File: src/rtl/wdt_pkg.sv
package wdt_pkg;
  localparam int IDX_W = 4;

  localparam logic [IDX_W-1:0] RA_ID     = 4'd0;
  localparam logic [IDX_W-1:0] RA_SYSCTL = 4'd1;
  localparam logic [IDX_W-1:0] RA_ISTAT  = 4'd2;
  localparam logic [IDX_W-1:0] RA_IEN    = 4'd3;
  localparam logic [IDX_W-1:0] RA_PRESC  = 4'd4;
  localparam logic [IDX_W-1:0] RA_COUNT  = 4'd5;
  localparam logic [IDX_W-1:0] RA_LOAD   = 4'd6;
  localparam logic [IDX_W-1:0] RA_TRIG   = 4'd7;
  localparam logic [IDX_W-1:0] RA_PEND   = 4'd8;
  localparam logic [IDX_W-1:0] RA_DELAY  = 4'd9;
  localparam logic [IDX_W-1:0] RA_KEY    = 4'd10;

  localparam int P_PRESC = 0;
  localparam int P_LOAD  = 1;
  localparam int P_TRIG  = 2;
  localparam int P_DELAY = 3;
  localparam int P_KEY   = 4;
  localparam int NPEND   = 5;

  localparam logic [31:0] KEY_RUN_A  = 32'h0000_BBBB;
  localparam logic [31:0] KEY_RUN_B  = 32'h0000_4444;
  localparam logic [31:0] KEY_HALT_A = 32'h0000_AAAA;
  localparam logic [31:0] KEY_HALT_B = 32'h0000_5555;

  typedef enum logic [1:0] {KS_IDLE, KS_RUN_HALF, KS_HALT_HALF} key_st_t;
endpackage

File: src/rtl/wdt_keyfsm.sv
module wdt_keyfsm
  import wdt_pkg::*;
(
  input  logic        clk,
  input  logic        rst_n,
  input  logic        clr,
  input  logic        apply,
  input  logic [31:0] word,
  output logic        running
);
  key_st_t st;

  always_ff @(posedge clk) begin
    if (!rst_n || clr) begin
      st      <= KS_IDLE;
      running <= 1'b0;
    end else if (apply) begin
      case (st)
        KS_IDLE: begin
          if (word == KEY_RUN_A)       st <= KS_RUN_HALF;
          else if (word == KEY_HALT_A) st <= KS_HALT_HALF;
          else                         st <= KS_IDLE;
        end
        KS_RUN_HALF: begin
          if (word == KEY_RUN_B) running <= 1'b1;
          st <= KS_IDLE;
        end
        KS_HALT_HALF: begin
          if (word == KEY_HALT_B) running <= 1'b0;
          st <= KS_IDLE;
        end
        default: st <= KS_IDLE;
      endcase
    end
  end
endmodule

File: src/rtl/wdt_prescale.sv
module wdt_prescale #(
  parameter int PTV_W = 3
) (
  input  logic             clk,
  input  logic             rst_n,
  input  logic             clr,
  input  logic             tick,
  input  logic             run,
  input  logic             pre_en,
  input  logic [PTV_W-1:0] ptv,
  output logic             step
);
  localparam int DIV_W = (1 << PTV_W) - 1;

  logic [DIV_W-1:0] pre_cnt;
  logic [DIV_W-1:0] limit;
  logic             terminal;

  assign limit    = (DIV_W'(1) << ptv) - DIV_W'(1);
  assign terminal = !pre_en || (pre_cnt == limit);
  assign step     = tick && run && terminal;

  always_ff @(posedge clk) begin
    if (!rst_n || clr || !run || !pre_en) pre_cnt <= '0;
    else if (tick) pre_cnt <= terminal ? '0 : pre_cnt + DIV_W'(1);
  end
endmodule

File: src/rtl/wdt_counter.sv
module wdt_counter #(
  parameter int CNT_W = 32
) (
  input  logic             clk,
  input  logic             rst_n,
  input  logic             clr,
  input  logic             reload,
  input  logic [CNT_W-1:0] load_val,
  input  logic             step,
  input  logic [CNT_W-1:0] delay_val,
  output logic [CNT_W-1:0] count,
  output logic             ovf_evt,
  output logic             dly_evt
);
  logic [CNT_W-1:0] nxt;
  assign nxt = count + CNT_W'(1);

  always_ff @(posedge clk) begin
    if (!rst_n || clr) begin
      count   <= '0;
      ovf_evt <= 1'b0;
      dly_evt <= 1'b0;
    end else begin
      ovf_evt <= 1'b0;
      dly_evt <= 1'b0;
      if (reload) begin
        count <= load_val;
      end else if (step) begin
        if (&count) begin
          count   <= load_val;
          ovf_evt <= 1'b1;
        end else begin
          count   <= nxt;
          dly_evt <= (nxt == delay_val);
        end
      end
    end
  end
endmodule

File: src/rtl/wdog_keyed.sv
module wdog_keyed
  import wdt_pkg::*;
#(
  parameter int          CNT_W  = 32,
  parameter int          PTV_W  = 3,
  parameter logic [31:0] REV_ID = 32'h0000_5A31
) (
  input  logic             clk,
  input  logic             rst_n,
  input  logic             slow_tick,
  input  logic             bus_sel,
  input  logic             bus_we,
  input  logic [IDX_W-1:0] bus_addr,
  input  logic [31:0]      bus_wdata,
  output logic [31:0]      bus_rdata,
  output logic             irq,
  output logic             rst_req
);
  localparam int PS_W = PTV_W + 1;

  logic             wr;
  logic             srst_pend, srst_now;
  logic [NPEND-1:0] pend;
  logic [PS_W-1:0]  sh_presc, presc_r;
  logic [CNT_W-1:0] sh_load, load_r, sh_trig, trig_r, sh_delay, delay_r;
  logic [31:0]      sh_key;
  logic [1:0]       istat, ien, clr_mask;
  logic             running, reload, step, ovf_evt, dly_evt;
  logic [CNT_W-1:0] load_next, count;

  assign wr        = bus_sel && bus_we;
  assign srst_now  = slow_tick && srst_pend;
  assign reload    = slow_tick && pend[P_TRIG] && (sh_trig != trig_r);
  assign load_next = (slow_tick && pend[P_LOAD]) ? sh_load : load_r;
  assign clr_mask  = (wr && bus_addr == RA_ISTAT) ? bus_wdata[1:0] : 2'b00;

  always_ff @(posedge clk) begin
    if (!rst_n || srst_now) begin
      srst_pend <= 1'b0;
      pend      <= '0;
      sh_presc  <= '0;
      presc_r   <= '0;
      sh_load   <= '0;
      load_r    <= '0;
      sh_trig   <= '0;
      trig_r    <= '0;
      sh_delay  <= '0;
      delay_r   <= '0;
      sh_key    <= '0;
      istat     <= '0;
      ien       <= '0;
    end else begin
      if (slow_tick) begin
        if (pend[P_PRESC]) presc_r <= sh_presc;
        if (pend[P_LOAD])  load_r  <= sh_load;
        if (pend[P_TRIG])  trig_r  <= sh_trig;
        if (pend[P_DELAY]) delay_r <= sh_delay;
        pend <= '0;
      end
      if (wr) begin
        case (bus_addr)
          RA_SYSCTL: if (bus_wdata[0]) srst_pend <= 1'b1;
          RA_IEN:    ien <= bus_wdata[1:0];
          RA_PRESC:  if (!pend[P_PRESC]) begin
                       sh_presc <= bus_wdata[PS_W-1:0];
                       pend[P_PRESC] <= 1'b1;
                     end
          RA_LOAD:   if (!pend[P_LOAD]) begin
                       sh_load <= bus_wdata[CNT_W-1:0];
                       pend[P_LOAD] <= 1'b1;
                     end
          RA_TRIG:   if (!pend[P_TRIG]) begin
                       sh_trig <= bus_wdata[CNT_W-1:0];
                       pend[P_TRIG] <= 1'b1;
                     end
          RA_DELAY:  if (!pend[P_DELAY]) begin
                       sh_delay <= bus_wdata[CNT_W-1:0];
                       pend[P_DELAY] <= 1'b1;
                     end
          RA_KEY:    if (!pend[P_KEY]) begin
                       sh_key <= bus_wdata;
                       pend[P_KEY] <= 1'b1;
                     end
          default: ;
        endcase
      end
      istat <= (istat & ~clr_mask) | {dly_evt, ovf_evt};
    end
  end

  wdt_keyfsm u_key (
    .clk(clk), .rst_n(rst_n), .clr(srst_now),
    .apply(slow_tick && pend[P_KEY]), .word(sh_key), .running(running)
  );

  wdt_prescale #(.PTV_W(PTV_W)) u_pre (
    .clk(clk), .rst_n(rst_n), .clr(srst_now || reload), .tick(slow_tick),
    .run(running), .pre_en(presc_r[PTV_W]), .ptv(presc_r[PTV_W-1:0]),
    .step(step)
  );

  wdt_counter #(.CNT_W(CNT_W)) u_cnt (
    .clk(clk), .rst_n(rst_n), .clr(srst_now), .reload(reload),
    .load_val(load_next), .step(step), .delay_val(delay_r),
    .count(count), .ovf_evt(ovf_evt), .dly_evt(dly_evt)
  );

  always_comb begin
    bus_rdata = '0;
    case (bus_addr)
      RA_ID:     bus_rdata = REV_ID;
      RA_SYSCTL: bus_rdata[0] = srst_pend;
      RA_ISTAT:  bus_rdata[1:0] = istat;
      RA_IEN:    bus_rdata[1:0] = ien;
      RA_PRESC:  bus_rdata[PS_W-1:0] = presc_r;
      RA_COUNT:  bus_rdata[CNT_W-1:0] = count;
      RA_LOAD:   bus_rdata[CNT_W-1:0] = load_r;
      RA_TRIG:   bus_rdata[CNT_W-1:0] = trig_r;
      RA_PEND:   bus_rdata[NPEND-1:0] = pend;
      RA_DELAY:  bus_rdata[CNT_W-1:0] = delay_r;
      default:   bus_rdata = '0;
    endcase
  end

  assign irq     = |(istat & ien);
  assign rst_req = ovf_evt;
endmodule

File: config.mk
export PLATFORM = sky130hd
export DESIGN_NAME = wdog_keyed
export DESIGN_NICKNAME = d
export VERILOG_FILES = /design/src/rtl/wdt_pkg.sv /design/src/rtl/wdt_keyfsm.sv /design/src/rtl/wdt_prescale.sv /design/src/rtl/wdt_counter.sv /design/src/rtl/wdog_keyed.sv
export SDC_FILE = /design/constraint.sdc
export NUM_CORES = 1
export LEC_CHECK = 0
export BUFFER_PORTS_ARGS = -buffer_cell sky130_fd_sc_hd__buf_2
export CORE_MARGIN = 1.5
export CORE_UTILIZATION = 50
export CTS_BUF_LIST = sky130_fd_sc_hd__clkbuf_8
export DETAILED_ROUTE_END_ITERATION = 12
export GPL_ROUTABILITY_DRIVEN = 0
export PLACE_DENSITY = 0.65
export SLEW_MARGIN = 20
export SYNTH_ARGS = -nofsm -noshare
export SYNTH_HDL_FRONTEND = slang
export SYNTH_SLANG_ARGS = --single-unit
File: constraint.sdc
create_clock -name clk -period 9.04 [get_ports clk]
set_clock_uncertainty 0.15 [all_clocks]
set_input_delay 0.904 -clock clk [delete_from_list [all_inputs] [get_ports clk]]
set_output_delay 0.904 -clock clk [all_outputs]
set_load 0.005 [all_outputs]
==> run_results.csv, run 1 <==
group,metric,value,unit
critical_path,critical_path.max_stage_delay,0.77,ns
critical_path,critPathKind,"reg -> reg",
cells_and_area,final_common_cell,"nand2_1",
critical_path,ff2ff_setup_slack,4.86,ns
detailed_routing,final_antenna_net_count,0,
global_routing,grt_pass1_vias,11606,
timing,fmax,239,MHz
clock_tree,cts_buffer_depth,3,
yosys,syn_area_per_cell,7.72,µm²
yosys,ys_ff_latch,286,
cells_and_area,final_cell_mix,"nand2_1, dfxtp_1, a21oi_1, nor2_1, buf_2",
critical_path,critical_path.top_delay_family,"simple AND/OR/NAND/NOR gates",
floorplan,io_pins,75,
placement,numPortBuffers,74,
floorplan,start_util,0.506,
min_path,hold_class,"reg -> reg",
power_and_ir_drop,ir_worst_vdd,0.000107,V
global_routing,grt_pass1_wl,69.2,mm
critical_path,crit_path_end_kind,"flop",
timing,drv_slew,0,
power_and_ir_drop,p_total,2.44,mW
clock_tree,cts_resized,0,
yosys,async_flop_share,0,
placement,hpwlAfterDp,31.2,mm
clock_tree,clock-sinks,286,
critical_path,crit_slowest_cell,"nor3_2",
timing,relSlewSlack,0.216,
critical_path,start_kind,"flop",
placement,dp_worst_setup_slack,4.96,ns
outcome,status,"finished, violations left",
outcome,violations,"DRC",
floorplan,rows,60,
timing,worst_slack,4.86,ns
yosys,yosysSeqAreaShare,0.422,
timing,worst_pin_slew,1.17,ns
timing,finalSetupViolations,0,
clock_tree,cts_buffers,47,
detailed_routing,wl,45.2,mm
cells_and_area,syn_to_final_growth,9.98,%
timing,tns,0,ns
critical_path,crit_required,9.29,ns
yosys,yosysWarnings,0,
yosys,synth-simple-area-share,0.259,
timing,finalHoldViolCount,0,
yosys,synth_xor_area_frac,0.0618,
yosys,synth_fp_nets,1804,
global_routing,grt_antenna_before_repair,0,
detailed_routing,via_per_inst,6.06,
yosys,synth_compound_gate_area_share,0.174,
critical_path,crit_chain,"or3_1 > ha_1 > or3b_1 > and4_4 > o41ai_4 > or4b_4 > nor3_2 > and3_1 > a2111oi_2",
global_routing,grt-ovfl-total,0,
power_and_ir_drop,power.leakage,5.55,nW
cells_and_area,drive_gt1_frac,0.105,
power_and_ir_drop,powerDensity,164,nW/µm²
critical_path,path_buf_inv,0,
detailed_routing,first_iter_violations,1810,
cells_and_area,multi_input_area,7270,µm²
yosys,synthFlopType,"dfxtp_1",
yosys,synthMuxAreaShare,0.0333,
clock_tree,cts_hold_buf,0,
global_routing,grt_max_degree,214,
detailed_routing,wl_per_cell,21.1,µm
floorplan,die_width,168,µm
clock_tree,clk_latency,0.59,ns
clock_tree,cts_tree,"done",
floorplan,die_area,28100,µm²
clock_tree,root_buffer,"clkbuf_8",
detailed_routing,drc_errors,1,
yosys,synth_cell_types,79,
critical_path,crit_arrival,4.43,ns
cells_and_area,register_area,5730,µm²
yosys,synth_top_family_by_area,"simple AND/OR/NAND/NOR gates",
cells_and_area,antenna-diode-count,0,
yosys,syn_inst,1757,
cells_and_area,nFillCells,2559,
clock_tree,path_clk_slew,0.06,ns
placement,placed_cells_incl_taps,2059,
timing,post-route-period-util,0.463,
timing,rsz0062_at_grt,"false",
clock_tree,htree_num_levels,2,
yosys,synthAdderAreaFrac,0.00554,
cells_and_area,postLayoutCoreUtil,0.556,
critical_path,cp_max_fo,20,
detailed_routing,drt_first_pass_iters,10,
timing,fin_crit,4.18,ns
cells_and_area,fin_nets,1814,
flow_run,max_cap_viol_count,0,
global_routing,track_usage,0.318,
cells_and_area,fin_cells,2140,
detailed_routing,num_vias,12978,
yosys,synth_edf_count,0,
clock_tree,cts_setup_buffers,0,
yosys,synth_area,13600,µm²
floorplan,core_area,26800,µm²
floorplan,die_h,168,µm
-- worst min-delay path: stages (launching register included) --
cell and delay [ns]:
dfxtp_1 0.31, nand2_1 0.05, a21oi_1 0.05
-- Yosys cell counts (all sizes together) (6+ instances only) --
cell type / instances / area share
nor4: 33 / 0.015
mux2: 9 / 0.0075
xnor2: 40 / 0.026
nand2: 508 / 0.14
and3: 16 / 0.0074
ha: 6 / 0.0055
or4: 6 / 0.0033
nand4: 24 / 0.012
a211oi: 7 / 0.0039
clkbuf: 113 / 0.031
nor2: 80 / 0.022
and4: 8 / 0.0054
a31oi: 7 / 0.0032
and2: 11 / 0.0051
a222oi: 22 / 0.016
nand3: 43 / 0.016
inv: 16 / 0.0044
a21oi: 243 / 0.090
mux2i: 35 / 0.026
nor3: 19 / 0.0078
nor2b: 6 / 0.0028
o21ai: 32 / 0.013
dfxtp: 286 / 0.42
nand2b: 11 / 0.0051
a22oi: 13 / 0.0072
o22ai: 9 / 0.0042
buf: 21 / 0.0080
xor2: 53 / 0.034
-- cells by family after synthesis --
| kind of cell | after synthesis |
|---|---|
| XOR/XNOR | 94 |
| adder cells (fa/ha/maj) | 6 |
| buffers and inverters | 150 |
| AND/OR/NAND/NOR | 791 |
| AO/OA/AOI/OAI | 386 |
| flip-flops | 286 |
| multiplexers | 44 |
-- worst paths after layout --
| kind | cells past startpoint | from | end |
|---|---|---|---|
| worst max-delay path | 9 | presc_r[2] | u_cnt.count[21] |
| worst min-delay path | 2 | sh_delay[24] | delay_r[24] |
| worst max register to register | 9 | presc_r[2] | u_cnt.count[21] |
| worst min register to register | 2 | sh_delay[24] | delay_r[24] |
-- metrics by stage --
step | hold WS [ns] | area (µm²)
after floorplan | 0.263 | 13600
after global placement | 0.287 | 14000
after detailed placement | 0.294 | 14000
after CTS | 0.299 | 14900
after global routing | 0.322 | 14900
final | 0.300 | 14900
-- layer usage --
metal / track usage / part of all wire
met4: 0.112 / 0.031
met3: 0.0674 / 0.11
met5: 0 / 0
met1: 0.465 / 0.45
met2: 0.459 / 0.41
-- flip-flops by register name, indices dropped and copies added (netlist names), 2 cells and up --
name           cells
load_r            32
u_cnt.count       32
ien                2
delay_r           32
u_key.st           2
sh_delay          32
sh_presc           4
sh_load           32
presc_r            4
trig_r            32
u_pre.pre_cnt      7
istat              2
pend               5
sh_key            32
sh_trig           32
-- power by group --
group          leakage [nW]  switching [mW]  internal [mW]  total [mW]
Combinational          2.71          0.0710         0.0209      0.0919
Sequential             2.30         0.00387           1.27        1.27
Clock                 0.533           0.522          0.557        1.08
-- cell type report --
type	instances	share of cell area
Tap cell	341	0.0286
Multi-Input combinational cell	1321	0.488
Inverter	16	0.00403
Timing Repair Buffer	95	0.0363
Sequential cell	286	0.384
Clock inverter	29	0.0112
Clock buffer	52	0.0480
No activity file was read; power rests on OpenSTA's default activity.
==> run 2, diff against run 1 <==
--- a/config.mk
+++ b/config.mk
@@ -5,13 +5,14 @@
 export SDC_FILE = /design/constraint.sdc
 export NUM_CORES = 1
 export LEC_CHECK = 0
+export ABC_AREA = 1
 export BUFFER_PORTS_ARGS = -buffer_cell sky130_fd_sc_hd__buf_2
 export CORE_MARGIN = 1.5
 export CORE_UTILIZATION = 50
 export CTS_BUF_LIST = sky130_fd_sc_hd__clkbuf_8
 export DETAILED_ROUTE_END_ITERATION = 12
 export GPL_ROUTABILITY_DRIVEN = 0
-export PLACE_DENSITY = 0.65
+export PLACE_DENSITY = 0.68
 export SLEW_MARGIN = 20
 export SYNTH_ARGS = -nofsm -noshare
 export SYNTH_HDL_FRONTEND = slang
==> constraint.sdc (replaced) <==
create_clock -name clk -period 3.6 [get_ports clk]
set_clock_uncertainty 0.15 [all_clocks]
set_input_delay 0.36 -clock clk [delete_from_list [all_inputs] [get_ports clk]]
set_output_delay 0.36 -clock clk [all_outputs]
set_load 0.005 [all_outputs]
==> run 2 against run 1 <==
Effect of this change: the flow now finishes without violations; sequential cell count stayed put; non-clock buffer count is 32 higher; cell count is 15% higher; worst setup slack worse by 4.5 ns; die area is 1.5% higher; count of clock-buffer cells in the layout is 7 higher.
==> run_results.csv, run 2 <==
group,metric,value,unit
yosys,synth_top_area_frac,0.416,
cells_and_area,final_common_cell,"nand2_1",
detailed_routing,wl_per_cell,18.4,µm
floorplan,die_area,28500,µm²
yosys,ys_ff_latch,286,
yosys,synth_edf_count,0,
timing,fin_crit,3.29,ns
timing,drv_slew,0,
clock_tree,clk_latency,0.59,ns
critical_path,crit_arrival,3.61,ns
clock_tree,root_buffer,"clkbuf_8",
placement,numPortBuffers,74,
clock_tree,cts_tree,"done",
floorplan,rows,60,
power_and_ir_drop,power.leakage,6.55,nW
detailed_routing,num_vias,13801,
global_routing,gr-usage-met1,0.412,
global_routing,grt_pass1_wl,71.2,mm
detailed_routing,via_per_inst,5.62,
yosys,synth_largest_area_cell,"dfxtp_1",
timing,finalHoldViolCount,0,
timing,relSlewSlack,0.357,
yosys,synth_fp_nets,2042,
yosys,synth_cell_types,48,
floorplan,io_pins,75,
timing,fmax,304,MHz
yosys,yosys-top-cells-count,"nand2_1, nor2_1, dfxtp_1, o21ai_0, a21oi_1",
flow_run,max_cap_viol_count,0,
global_routing,grt_max_degree,78,
yosys,syn_area_per_cell,6.90,µm²
yosys,synthFlopType,"dfxtp_1",
clock_tree,htree_num_levels,2,
timing,worst_pin_slew,0.964,ns
critical_path,crit_path_end_kind,"flop",
floorplan,core_area,27000,µm²
min_path,hold_class,"in -> reg",
clock_tree,cts_buffer_depth,3,
global_routing,grt_antenna_before_repair,3,
detailed_routing,drt_first_pass_iters,8,
detailed_routing,final_antenna_net_count,0,
yosys,async_flop_share,0,
global_routing,track_usage,0.320,
clock_tree,clock-sinks,286,
critical_path,critPathKind,"reg -> reg",
clock_tree,cts_buffers,49,
timing,tns,0,ns
critical_path,ff2ff_setup_slack,0.31,ns
yosys,yosysMostFrequentCell,"nand2_1",
critical_path,crit_required,3.92,ns
detailed_routing,wl,45.1,mm
critical_path,cp_max_fo,33,
clock_tree,cts_setup_buffers,0,
global_routing,use_met2,0.516,
cells_and_area,syn_to_final_growth,13.3,%
global_routing,grt_pass1_vias,13241,
cells_and_area,drive_gt1_frac,0.109,
placement,hpwlAfterDp,31.6,mm
timing,post-route-period-util,0.913,
yosys,syn_inst,1995,
detailed_routing,drc_errors,0,
global_routing,grt-busiest-layer,"met2",
outcome,status,"finished clean",
power_and_ir_drop,ir_worst_vdd,0.000340,V
yosys,yosysSeqAreaShare,0.416,
yosys,netlist_top_cells_area,"dfxtp_1, nand2_1, o21ai_0",
cells_and_area,antenna-diode-count,0,
cells_and_area,fin_nets,2121,
timing,finalSetupViolations,0,
floorplan,start_util,0.511,
floorplan,die_h,169,µm
yosys,yosysWarnings,0,
yosys,synth_area,13800,µm²
timing,hold_ws,0.0153,ns
floorplan,die_width,169,µm
cells_and_area,final_cell_mix,"nand2_1, nor2_1, dfxtp_1, o21ai_0, inv_1",
timing,rsz0062_at_grt,"false",
global_routing,grt-ovfl-total,0,
clock_tree,path_clk_slew,0.06,ns
detailed_routing,first_iter_violations,1154,
critical_path,start_kind,"flop",
power_and_ir_drop,powerDensity,406,nW/µm²
global_routing,grt.met3_usage,0.0599,
==> run 2: worst max-delay path: stages (launching register included) <==
cell     delay (ns)
dfxtp_1        0.42
nor2_4         0.18
nand2_2        0.07
ha_1           0.32
inv_1          0.05
nand2_1        0.06
nand2_1        0.05
nor2_1         0.11
nand3_1        0.10
nor2_2         0.09
nand3_2        0.12
a21oi_4        0.30
nand2_4        0.20
nand2_4        0.39
inv_2          0.31
nor2_1         0.19
nor2_1         0.06
==> run 2: layer usage <==
layer | vias up | routed length [µm]
met5 | - | 13
met4 | 2 | 2310
met3 | 134 | 3810
met2 | 572 | 20000
met1 | 6372 | 19000
li1 | 6721 | -
==> run 2: through the flow <==
| step | cell area, µm² | std cells | worst slack [ns] | total power, mW | util |
|---|---|---|---|---|---|
| after global routing | 15600 | 2454 | 0.136 | 6.55 | 0.579 |
| after CTS | 15600 | 2454 | 0.363 | 6.37 | 0.579 |
| after detailed placement | 14400 | 2337 | 0.380 | 3.57 | 0.534 |
| after global placement | 14400 | 2337 | 0.504 | 3.56 | 0.534 |
| final | 15600 | 2454 | 0.315 | 6.34 | 0.579 |
| after floorplan | 13800 | 1995 | 1.27 | 3.43 | - |
==> run 2: logic make-up (layout without fill, tap and decap cells) <==
family | Yosys count | in the layout | share of synthesized area
DFF | 286 | 286 | 0.416
and+or+nand+nor | 834 | 834 | 0.250
muxes | 13 | 13 | 0.00945
AOI/OAI and AO/OA | 526 | 526 | 0.207
xor gates and xnor gates | 36 | 36 | 0.0259
buffers and inverters | 294 | 412 | 0.0866
adders and majority gates | 6 | 6 | 0.00545
==> run 2: report_power, final <==
group / switching, mW / total [mW] / leakage, nW / internal (mW)
logic: 0.224 / 0.317 / 3.67 / 0.0933
registers: 0.0156 / 3.21 / 2.31 / 3.19
clock network: 1.33 / 2.82 / 0.576 / 1.49
==> run 2: worst paths after layout <==
kind                               startpoint              end  cells past startpoint
worst min-delay path            bus_wdata[26]      sh_load[26]                      3
worst min register to register    sh_delay[6]       delay_r[6]                      2
worst max register to register     presc_r[1]  u_cnt.count[13]                     16
worst max-delay path               presc_r[1]  u_cnt.count[13]                     16
==> run 2: layout make-up <==
type	count	area, µm²
well taps	341	427
flip-flops and latches	286	5730
fillers	2631	11400
repair buffers	127	873
multi-input cells	1415	6890
inverters	195	737
clock inverters	31	133
clock buffers	59	812
==> run 2: what timing repair did <==
item | 4_1_cts | 5_1_grt
resized for setup | 0 | 0
hold buffers | 27 | 0
endpoints found under the hold margin | 85 | 0
